$ cat src/rtl/fir_pair_pkg.sv
package fir_pair_pkg;
   typedef enum logic [1:0] {
      ST_IDLE  = 2'd0,
      ST_RUN   = 2'd1,
      ST_MERGE = 2'd2
   } fir_state_e;

   function automatic int unsigned idx_w(input int unsigned n);
      return (n > 1) ? $clog2(n) : 1;
   endfunction
endpackage

$ cat src/rtl/fir_pair_coef_bank.sv
module fir_pair_coef_bank #(
   parameter int NPAIR = 4,
   parameter int DW    = 16,
   localparam int PW   = fir_pair_pkg::idx_w(NPAIR)
) (
   input  logic            clk,
   input  logic            rst_n,
   input  logic            we,
   input  logic [PW-1:0]   waddr,
   input  logic [2*DW-1:0] wdata,
   input  logic [PW-1:0]   raddr,
   output logic [2*DW-1:0] rdata
);
   logic [2*DW-1:0] mem [NPAIR];

   always_ff @(posedge clk or negedge rst_n) begin
      if (!rst_n) begin
         for (int i = 0; i < NPAIR; i++) mem[i] <= '0;
      end else if (we) begin
         mem[waddr] <= wdata;
      end
   end

   assign rdata = mem[raddr];
endmodule

$ cat src/rtl/fir_pair_ring.sv
module fir_pair_ring #(
   parameter int DEPTH = 8,
   parameter int DW    = 16,
   localparam int LW   = fir_pair_pkg::idx_w(DEPTH),
   localparam int PW   = fir_pair_pkg::idx_w(DEPTH/2)
) (
   input  logic            clk,
   input  logic            rst_n,
   input  logic            we,
   input  logic [DW-1:0]   wdata,
   input  logic [PW-1:0]   pair_idx,
   output logic [2*DW-1:0] pair_word,
   output logic [LW-1:0]   wptr
);
   logic [DW-1:0] mem [DEPTH];
   logic [LW-1:0] lo_pos, hi_pos;

   always_ff @(posedge clk or negedge rst_n) begin
      if (!rst_n) begin
         for (int i = 0; i < DEPTH; i++) mem[i] <= '0;
         wptr <= '0;
      end else if (we) begin
         mem[wptr] <= wdata;
         wptr      <= wptr + LW'(1);
      end
   end

   // newest sample sits one behind the write pointer; pair k holds x(n-2k), x(n-2k-1)
   assign lo_pos    = wptr - LW'(1) - LW'({pair_idx, 1'b0});
   assign hi_pos    = lo_pos - LW'(1);
   assign pair_word = {mem[hi_pos], mem[lo_pos]};

   assert_wrap_R2: assert property (@(posedge clk) disable iff (!rst_n)
      (we && wptr == LW'(DEPTH-1)) |=> (wptr == '0));
endmodule

$ cat src/rtl/fir_pair_lane.sv
module fir_pair_lane #(
   parameter int DW = 16,
   parameter int AW = 40
) (
   input  logic                 clk,
   input  logic                 rst_n,
   input  logic                 clr,
   input  logic                 en,
   input  logic signed [DW-1:0] coef,
   input  logic signed [DW-1:0] samp,
   output logic signed [AW-1:0] acc
);
   logic signed [2*DW-1:0] prod;

   assign prod = coef * samp;

   always_ff @(posedge clk or negedge rst_n) begin
      if (!rst_n)   acc <= '0;
      else if (clr) acc <= '0;
      else if (en)  acc <= acc + AW'(prod);
   end

   assert_no_overflow_R5: assert property (@(posedge clk) disable iff (!rst_n)
      acc[AW-1] == acc[AW-2]);
endmodule

$ cat src/rtl/fir_pair_ctrl.sv
module fir_pair_ctrl #(
   parameter int NPAIR = 4,
   localparam int PW   = fir_pair_pkg::idx_w(NPAIR),
   localparam int CW   = $clog2(NPAIR + 1)
) (
   input  logic          clk,
   input  logic          rst_n,
   input  logic          start,
   output logic          idle,
   output logic          clr,
   output logic          run,
   output logic          merge,
   output logic [PW-1:0] pair_idx
);
   import fir_pair_pkg::*;

   fir_state_e    state;
   logic [CW-1:0] cnt;

   assign idle     = (state == ST_IDLE);
   assign run      = (state == ST_RUN);
   assign merge    = (state == ST_MERGE);
   assign clr      = idle && start;
   assign pair_idx = PW'(CW'(NPAIR) - cnt);

   always_ff @(posedge clk or negedge rst_n) begin
      if (!rst_n) begin
         state <= ST_IDLE;
         cnt   <= '0;
      end else begin
         unique case (state)
            ST_IDLE: if (start) begin
               state <= ST_RUN;
               cnt   <= CW'(NPAIR);
            end
            ST_RUN: begin
               cnt <= cnt - CW'(1);
               if (cnt == CW'(1)) state <= ST_MERGE;
            end
            ST_MERGE: state <= ST_IDLE;
            default:  state <= ST_IDLE;
         endcase
      end
   end

   assert_cnt_range_R9: assert property (@(posedge clk) disable iff (!rst_n)
      run |-> (cnt != '0 && cnt <= CW'(NPAIR)));
   assert_last_pair_R9: assert property (@(posedge clk) disable iff (!rst_n)
      (run && cnt == CW'(1)) |=> merge);
   assert_run_entry_R8: assert property (@(posedge clk) disable iff (!rst_n)
      (run && !$past(run)) |-> $past(idle));
endmodule

$ cat src/rtl/fir_pair_engine.sv
module fir_pair_engine #(
   parameter int NTAPS    = 8,
   parameter int DW       = 16,
   parameter int AW       = 40,
   parameter int FRAC     = 15,
   parameter bit SATURATE = 1'b1,
   localparam int NPAIR   = NTAPS / 2,
   localparam int PW      = fir_pair_pkg::idx_w(NPAIR),
   localparam int LW      = fir_pair_pkg::idx_w(NTAPS)
) (
   input  logic            clk,
   input  logic            rst_n,
   input  logic            smp_valid,
   input  logic [DW-1:0]   smp_data,
   output logic            smp_ready,
   input  logic            coef_we,
   input  logic [PW-1:0]   coef_addr,
   input  logic [2*DW-1:0] coef_wdata,
   input  logic            start,
   output logic            y_valid,
   output logic [DW-1:0]   y_data
);
   if (NTAPS < 2 || (NTAPS & (NTAPS - 1)) != 0) begin : g_bad_taps
      $error("NTAPS must be a power of two, at least 2");
   end
   if (NTAPS > 256) begin : g_bad_max
      $error("NTAPS above 256 exceeds accumulator headroom");
   end
   if (AW < 2*DW + $clog2(NTAPS) + 1) begin : g_bad_aw
      $error("AW too narrow for NTAPS products");
   end
   if (FRAC + DW > AW) begin : g_bad_frac
      $error("FRAC + DW exceeds AW");
   end

   logic                 idle, clr, run, merge;
   logic [PW-1:0]        pair_idx;
   logic [2*DW-1:0]      coef_word, samp_word;
   logic [LW-1:0]        wptr;
   logic signed [AW-1:0] acc [2];
   logic signed [AW-1:0] sum;
   logic [DW-1:0]        y_next;

   assign smp_ready = idle;

   fir_pair_ctrl #(.NPAIR(NPAIR)) u_ctrl (
      .clk(clk), .rst_n(rst_n), .start(start), .idle(idle), .clr(clr),
      .run(run), .merge(merge), .pair_idx(pair_idx)
   );

   fir_pair_coef_bank #(.NPAIR(NPAIR), .DW(DW)) u_coef (
      .clk(clk), .rst_n(rst_n), .we(coef_we), .waddr(coef_addr),
      .wdata(coef_wdata), .raddr(pair_idx), .rdata(coef_word)
   );

   fir_pair_ring #(.DEPTH(NTAPS), .DW(DW)) u_ring (
      .clk(clk), .rst_n(rst_n), .we(smp_valid && idle), .wdata(smp_data),
      .pair_idx(pair_idx), .pair_word(samp_word), .wptr(wptr)
   );

   // lane 0: even taps (low halves), lane 1: odd taps (high halves)
   for (genvar g = 0; g < 2; g++) begin : g_lane
      fir_pair_lane #(.DW(DW), .AW(AW)) u_lane (
         .clk(clk), .rst_n(rst_n), .clr(clr), .en(run),
         .coef(coef_word[g*DW +: DW]), .samp(samp_word[g*DW +: DW]),
         .acc(acc[g])
      );
   end

   assign sum = acc[0] + acc[1];

   if (SATURATE) begin : g_sat
      localparam logic signed [AW-1:0] YMAX = {{(AW-DW+1){1'b0}}, {(DW-1){1'b1}}};
      localparam logic signed [AW-1:0] YMIN = {{(AW-DW+1){1'b1}}, {(DW-1){1'b0}}};
      logic signed [AW-1:0] scaled;
      assign scaled = sum >>> FRAC;
      always_comb begin
         if (scaled > YMAX)      y_next = YMAX[DW-1:0];
         else if (scaled < YMIN) y_next = YMIN[DW-1:0];
         else                    y_next = scaled[DW-1:0];
      end
   end else begin : g_wrap
      assign y_next = sum[FRAC +: DW];
   end

   always_ff @(posedge clk or negedge rst_n) begin
      if (!rst_n) begin
         y_valid <= 1'b0;
         y_data  <= '0;
      end else begin
         y_valid <= merge;
         if (merge) y_data <= y_next;
      end
   end

   assert_valid_pulse_R6: assert property (@(posedge clk) disable iff (!rst_n)
      y_valid |=> !y_valid);
   assert_hold_R10: assert property (@(posedge clk) disable iff (!rst_n)
      !y_valid |-> $stable(y_data));
   assert_no_store_busy_R8: assert property (@(posedge clk) disable iff (!rst_n)
      !smp_ready |=> $stable(wptr));
   assert_idle_after_result_R9: assert property (@(posedge clk) disable iff (!rst_n)
      y_valid |-> smp_ready);
endmodule

$ cat config.mk
export PLATFORM = sky130hd
export DESIGN_NAME = fir_pair_engine
export DESIGN_NICKNAME = d
export VERILOG_FILES = /design/src/rtl/fir_pair_pkg.sv /design/src/rtl/fir_pair_coef_bank.sv /design/src/rtl/fir_pair_ring.sv /design/src/rtl/fir_pair_lane.sv /design/src/rtl/fir_pair_ctrl.sv /design/src/rtl/fir_pair_engine.sv
export SDC_FILE = /design/constraint.sdc
export NUM_CORES = 2
export LEC_CHECK = 0
export BUFFER_PORTS_ARGS = -buffer_cell sky130_fd_sc_hd__buf_2
export CORE_AREA = 3 3 311 313
export CTS_CLUSTER_DIAMETER = 200
export DETAILED_ROUTE_END_ITERATION = 8
export DIE_AREA = 0 0 314 316
export SLEW_MARGIN = 20
export SYNTH_ARGS = -nofsm -noshare
export SYNTH_HDL_FRONTEND = slang
export SYNTH_SLANG_ARGS = --single-unit
export TNS_END_PERCENT = 50
$ cat constraint.sdc
create_clock -name clk -period 11.4 [get_ports clk]
set_input_delay 1.14 -clock clk [delete_from_list [all_inputs] [get_ports clk]]
set_output_delay 1.14 -clock clk [all_outputs]
set_load 0.05 [all_outputs]
### Word-level counts from Yosys, hierarchy flattened

Index checks and enable logic that the tools add are counted.

* add/sub/neg operators: 9
* $mul: 2
* div/mod/pow operators: 0
* order comparisons: 9
* equal/unequal tests: 5
* shift-type cells: 0
* multiplexer cells: 26
* bitwise gates (word level): 5
* reduce and logical (&&, ||, !) cells: 9

Operators with widths (count)
* $bwmux W128: 2
* $mux W40: 4
* $mux W16: 7
* $bmux W16 S3: 2
* $mux W32: 3
* $add A40 B32 Y40: 2
* $bmux W32 S2: 1
* $demux W32 S2: 1
* $mul A16 B16 Y32: 2
* $demux W16 S3: 1
* $add A40 B40 Y40: 1
* $gt A25 B16 Y1 const B: 1
* $lt A25 B16 Y1 const B: 1
* $ge A4 B4 Y1 const B: 3
* $not A3 Y4: 3
* $sub A3 B1 Y3 const B: 3
* $ge A3 B3 Y1 const B: 2
* $not A2 Y3: 2
* $pmux W3 S2: 1
* $logic_and A1 B1 Y1: 4
* $lt A4 B1 Y1 const B: 1
* $mux W2: 2
* $ne A2 B2 Y1 const B: 2
* $pmux W2 S2: 1
* other kinds (11): 13

* bits in registers: 361
* bits in latches: 0
* RAM bits: 0
* memory bits (read-only): 0
* input port bits: 55
* output and inout bits: 18
* logic and storage cells: 84
* memories kept: 0

### Longest topological paths before layout

* depth in word-level cells: 11
* depth in mapped cells: 37
* depth with buffers taken out: 32

### By module

Synthesis repeated with hierarchy kept, for this count alone.

* cells, all modules: 4113
* area total of the unflattened synthesis: 43605.6 um2

By module, submodules not included
* fir_pair_lane (g_lane[0].u_lane): times used 1, cells each 1502, area each 14028.5 um2, seq. area each 1001.0 um2
* fir_pair_lane (g_lane[1].u_lane): times used 1, cells each 1487, area each 13964.6 um2, seq. area each 1001.0 um2
* fir_pair_ring: times used 1, cells each 409, area each 6901.6 um2, seq. area each 3278.1 um2
* fir_pair_coef_bank: times used 1, cells each 311, area each 5504.0 um2, seq. area each 3203.1 um2
* fir_pair_engine: times used 1, cells each 380, area each 2944.1 um2, seq. area each 425.4 um2
* fir_pair_ctrl: times used 1, cells each 24, area each 262.8 um2, seq. area each 125.1 um2

### Least setup slack after synthesis

Ideal clock, no wire load.

* kind: register to register
* from: register u_ctrl.cnt[0]
* to: register g_lane[1].u_lane.acc[38]
* setup time: 121 ps
* data arrival time: 10225 ps
* data required time: 11279 ps
* path slack: 1054 ps
* cell stages (with the launch flop): 35
* path buffers: 5
* period minus slack after synthesis: 10346 ps
* cell sequence: dfrtp_1 -> clkbuf_1 -> buf_1 -> clkbuf_1 -> inv_1 -> ha_1 -> clkbuf_1 -> xnor2_1 -> xnor2_2 -> clkbuf_1 -> mux2_2 -> nand2_1 -> inv_1 -> fa_1 -> fa_1 -> inv_1 -> fa_1 -> inv_1 -> fa_1 -> fa_1 -> inv_1 -> fa_1 -> inv_1 -> ha_1 -> a21o_1 -> a21o_1 -> a21o_1 -> a21oi_1 -> nor2_1 -> a2111oi_1 -> o2111ai_1 -> a2111oi_0 -> o41ai_1 -> xor2_1 -> a22o_1

* word-level cells in the longest chain between the ends: 11
* elaborated cells between the ends (all ways): 15
* those cells by class: add/sub: 4; mul: 1; mux: 8; bitwise: 2

Ends and longest elaborated chain
* start: declaration: line fir_pair_ctrl.sv:18 `logic [CW-1:0] cnt;`
* start signal: assignment: line fir_pair_ctrl.sv:34 `cnt <= CW'(NPAIR);`
* start signal: assignment: line fir_pair_ctrl.sv:37 `cnt <= cnt - CW'(1);`
* $sub A1 B2 Y2 (*): line fir_pair_ctrl.sv:24 `assign pair_idx = PW'(CW'(NPAIR) - cnt);`
* $sub A3 B3 Y3: line fir_pair_ring.sv:29 `assign lo_pos = wptr - LW'(1) - LW'({pair_idx, 1'b0});`
* $sub A3 B1 Y3: line fir_pair_ring.sv:30 `assign hi_pos = lo_pos - LW'(1);`
* $not A3 Y4 (not written as such): line fir_pair_ring.sv:31 `assign pair_word = {mem[hi_pos], mem[lo_pos]};`
* $bmux W16 S3: line fir_pair_ring.sv:31
* $mux W16 (not written as such) (2 in a row): line fir_pair_ring.sv:31
* $mul A16 B16 Y32 (*): line fir_pair_lane.sv:15 `assign prod = coef * samp;`
* $add A40 B32 Y40 (*): line fir_pair_lane.sv:20 `else if (en) acc <= acc + AW'(prod);`
* $mux W40 (*): line fir_pair_lane.sv:20
* $mux W40 (*): line fir_pair_lane.sv:19 `else if (clr) acc <= '0;`
* end signal: assignment: line fir_pair_lane.sv:20
* end: declaration: line fir_pair_lane.sv:11 `output logic signed [AW-1:0] acc`

Every way passes the cells marked *; elsewhere a longest branch is shown, timed or not. The select of a mux whose other input is x is not followed.
A chain may end at the register's enable or synchronous reset.

### Final worst setup path

* from: register u_ring.wptr[1]
* to: register g_lane[1].u_lane.acc[38]

* word-level cells in the longest chain between the ends: 11

Ends and longest elaborated chain
* start: declaration: line fir_pair_ring.sv:13 `output logic [LW-1:0] wptr`
* start signal: assignment: line fir_pair_ring.sv:24 `wptr <= wptr + LW'(1);`
* $sub A3 B1 Y3: line fir_pair_ring.sv:29
* $sub A3 B3 Y3: line fir_pair_ring.sv:29
* $sub A3 B1 Y3: line fir_pair_ring.sv:30
* $not A3 Y4 (not written as such): line fir_pair_ring.sv:31
* $bmux W16 S3: line fir_pair_ring.sv:31
* $mux W16 (not written as such) (2 in a row): line fir_pair_ring.sv:31
* $mul A16 B16 Y32: line fir_pair_lane.sv:15
* $add A40 B32 Y40: line fir_pair_lane.sv:20
* $mux W40: line fir_pair_lane.sv:20
* $mux W40: line fir_pair_lane.sv:19

No other way between the ends. The select of a mux whose other input is x is not followed.

==> results list <==
- Buffers inserted to repair hold after CTS numbered 0.
- Top FF cell, synth: sky130_fd_sc_hd__dfrtp_1
- In the finished design, the share of the clock period the worst path needs comes to 0.860.
* Total number of placement rows: 113
* Share of the synthesized area in the top cell type: 0.314
- Number of nets produced by synthesis: about 5000
* Starting density of the core: 0.446
- After the last flow step, the layout net total stands at 5017.
* Number of max-slew violations in the final report: 0
* Global-route congestion overflow total: 0
- Hold Path Class: flop to flop
* Filler cell count in the final layout: 8754
- Placed Instance Area: 0.0440 sq mm
- The worst register-to-register path ends at g_lane[1].u_lane.acc[38]$_DFFE_PN0P_.
- Global-route wire length before repair: 170000 microns
- WL/cell: 19.4 microns
- Number of levels the H-tree was split into: 2
* Number of search-and-repair iterations in the first detailed-routing pass: 7
* Setup TNS: 0 ns
- Instance count of the mapped netlist: between 4000 and 5000
- 73 I/O pins were placed.
- Including well taps, the total number of placed cells is roughly 5200.
- The worst register-to-register path begins at u_ring.wptr[1]$_DFFE_PN0P_.
* Initial antenna violation count: 0
* Final Routed Wirelength: between 100000 and 150000 microns
- Footprint of the multi-input gates: 0.0296 sq mm
- The repair_antennas step left the layout with diodes totalling 0.
- Kind of start point of the critical path: flop
- Port bufs: 72
- sky130_fd_sc_hd__fa_1 takes more of the synthesized area than any other cell.
* GRT Overall Usage: 0.218
* Most common library cells after synthesis: sky130_fd_sc_hd__inv_1 (813), sky130_fd_sc_hd__fa_1 (661), sky130_fd_sc_hd__nand2_1 (388)
- Number of clock sinks: 361
- The floorplan step defined a core boundary enclosing around 0.095 sq mm.
- Yosys mapped a number of flops with a built-in enable equal to 0.
* Max-capacitance violation count: 0
* Total CTS buffers: 43
- STA classifies the critical path endpoint as a flop.
* Classification of the worst setup path: flop to flop
* Via count of the first global-routing pass: 30200
- Vias per cell: 5.23
- For the pin with the worst max-slew slack, the measured transition is ~1.1 ns.
* Growth of design area from synthesis to finish: 8.12%
* Final instance count without filler cells: between 5000 and 6000
- Distinct cell type count after synthesis: 70
- Crit path max-delay cell type: sky130_fd_sc_hd__fa_4
- Antenna Nets Post-Route: 0
- The detailed router finished its first iteration with 1388 violations.
- In this run the tightest slew margin relative to its limit is 0.244.
- Slowest cell delay on critical path: around 1.1 ns
* Worst clock skew on the final layout: 0.0188 ns
- Buffers inserted during post-CTS setup optimization: 0
- Largest net degree at the start of global routing: 106
- DPL Wire Length: 82200 microns
- Number of gates resized after cts: 0
- Total number of vias: 27800
- Setup violations remaining at the end of the flow were counted as 0.
- Summed instance area of the synthesized netlist: 0.0422 sq mm
* Yosys warning count: 0
- Routability cong.: 0.846
- Clock root buffer: sky130_fd_sc_hd__clkbuf_16
- The setup check on the worst reg-to-reg path leaves a slack of about 1.6 ns.
- Clock tree from TritonCTS: built
- The routed design could run at a clock period as short as 9.81 ns.
- Result of the run: finished, final reports clean
- Max Clk Rate: 102 MHz
* Design area: 0.0456 sq mm
- Last element of the critical path: g_lane[1].u_lane.acc[38]$_DFFE_PN0P_
- Horiz. Die Dim: approximately 310 microns
- The clock reaches the later pin of the worst-skew pair after ~0.6 ns.
* Setup repair after global routing missed its margin: false
- In the final layout, the share of cells above drive strength 1 is 0.148.
- By instance count, the leading cell after synthesis is sky130_fd_sc_hd__inv_1.
- At the worst endpoint, the arrival time is around 10 ns.
- Along the worst path, the maximum fanout reaches 29.
* Die span in y: between 300 and 400 microns
- Util after Layout: 0.482
- Of the synthesized area, sequential elements account for 0.214.
- In the routed design, unresolved DRC markers number 0.
- For this run, asynchronously set or reset flops after synthesis account for 1.00.
- Full die area: 0.0992 sq mm
- The number of cells on the worst reg-to-reg path is 28.
- Synth top area cells: sky130_fd_sc_hd__fa_1 (31%), sky130_fd_sc_hd__dfrtp_1 (21%), sky130_fd_sc_hd__ha_1 (8.1%)
- After synthesis the netlist holds a flip-flop and latch count of 361.
- The final-report hold violation count came to 0.
* Data required time of the critical path: between 10 and 15 ns
* Clock transition at the registers of the reported paths: 0.06 ns
* Max Buffers Root-to-Sink: 3
* Syn avg cell area: 10.5 sq um
- Area used by sequential logic in the layout: approximately 0.0090 sq mm
* Worst setup path startpoint: u_ring.wptr[1]$_DFFE_PN0P_
-- kinds of logic (layout without fill, tap and decap cells) --
group | after synthesis | after routing | share of synthesized area
buffers and inverters | 951 | 1011 | 0.0852
adder cells (fa/ha/maj) | 934 | 934 | 0.395
AND/OR/NAND/NOR | 848 | 848 | 0.0933
AO/OA/AOI/OAI | 418 | 418 | 0.0651
multiplexers | 389 | 389 | 0.126
flip-flops | 361 | 361 | 0.214
XOR/XNOR | 101 | 101 | 0.0212
-- layout make-up --
type | instances | area share
clock buffer | 56 | 0.0271
clock inverter | 23 | 0.00730
inverter | 814 | 0.0670
multi-input combinational | 2690 | 0.649
sequential | 361 | 0.198
tap | 1265 | 0.0347
timing repair buffer | 118 | 0.0161
-- cell usage in the layout (no fill, tap or decap), drive strengths merged, types with 66 or more instances in the layout --
master | netlist | layout
nor2 | 158 | 158
mux4 | 86 | 86
nand2 | 388 | 388
a21oi | 94 | 94
mux2 | 274 | 274
inv | 813 | 818
nand2b | 66 | 66
fa | 661 | 661
buf | 20 | 118
ha | 273 | 273
o21ai | 124 | 124
nor2b | 91 | 91
xnor2 | 66 | 66
dfrtp | 361 | 361
-- worst max-delay path: cells and delay by family, from the launching register on --
| kind | cells | cell delay (ns) |
|---|---|---|
| compound gates | 9 | 2.58 |
| xor+xnor | 1 | 0.16 |
| fa+ha+maj | 8 | 4.58 |
| buf+inv | 6 | 0.69 |
| flops | 1 | 0.43 |
| mux | 2 | 0.98 |
| simple gates | 2 | 0.24 |
-- metrics by stage --
| step | hold WS, ns | setup WS (ns) |
|---|---|---|
| floorplan | 0.450 | 1.05 |
| global placement | 0.463 | 1.66 |
| detailed placement | 0.470 | 1.60 |
| CTS | 0.483 | 1.57 |
| global route | 0.510 | 0.998 |
| finish | 0.482 | 1.59 |
-- routing by layer --
| layer | track usage | vias up | part of all wire |
|---|---|---|---|
| met3 | 0.0254 | 98 | 0.042 |
| met1 | 0.310 | 14500 | 0.46 |
| met5 | 0 | - | 0 |
| met4 | 0.0438 | 0 | 0.019 |
| li1 | - | 12800 | - |
| met2 | 0.364 | 510 | 0.47 |
-- flip-flops by register name, summed over array words and instances (netlist names) --
| name | cells |
|---|---|
| g_lane.u_lane.acc | 80 |
| u_coef.mem | 128 |
| u_ctrl.cnt | 3 |
| u_ctrl.state | 2 |
| u_ring.mem | 128 |
| u_ring.wptr | 3 |
| y_data | 16 |
| y_valid | 1 |
-- how the worst min path moves through the flow --
stage	cells past startpoint	slack [ns]	from	end
final	2	0.48	u_ctrl.cnt[1]$_DFFE_PN0P_	u_ctrl.cnt[1]$_DFFE_PN0P_
after global routing	1	0.51	u_coef.mem[11]$_DFFE_PN0P_	u_coef.mem[11]$_DFFE_PN0P_
after CTS	2	0.48	u_ctrl.cnt[1]$_DFFE_PN0P_	u_ctrl.cnt[1]$_DFFE_PN0P_
after detailed placement	2	0.47	u_ctrl.cnt[1]$_DFFE_PN0P_	u_ctrl.cnt[1]$_DFFE_PN0P_
after global placement	2	0.46	u_ctrl.cnt[1]$_DFFE_PN0P_	u_ctrl.cnt[1]$_DFFE_PN0P_
after floorplan	2	0.45	u_ctrl.cnt[1]$_DFFE_PN0P_	u_ctrl.cnt[1]$_DFFE_PN0P_
Power is left out: the tool's default activity adds up to more than one toggle a clock period on the data nets, which glitch-free logic cannot reach.
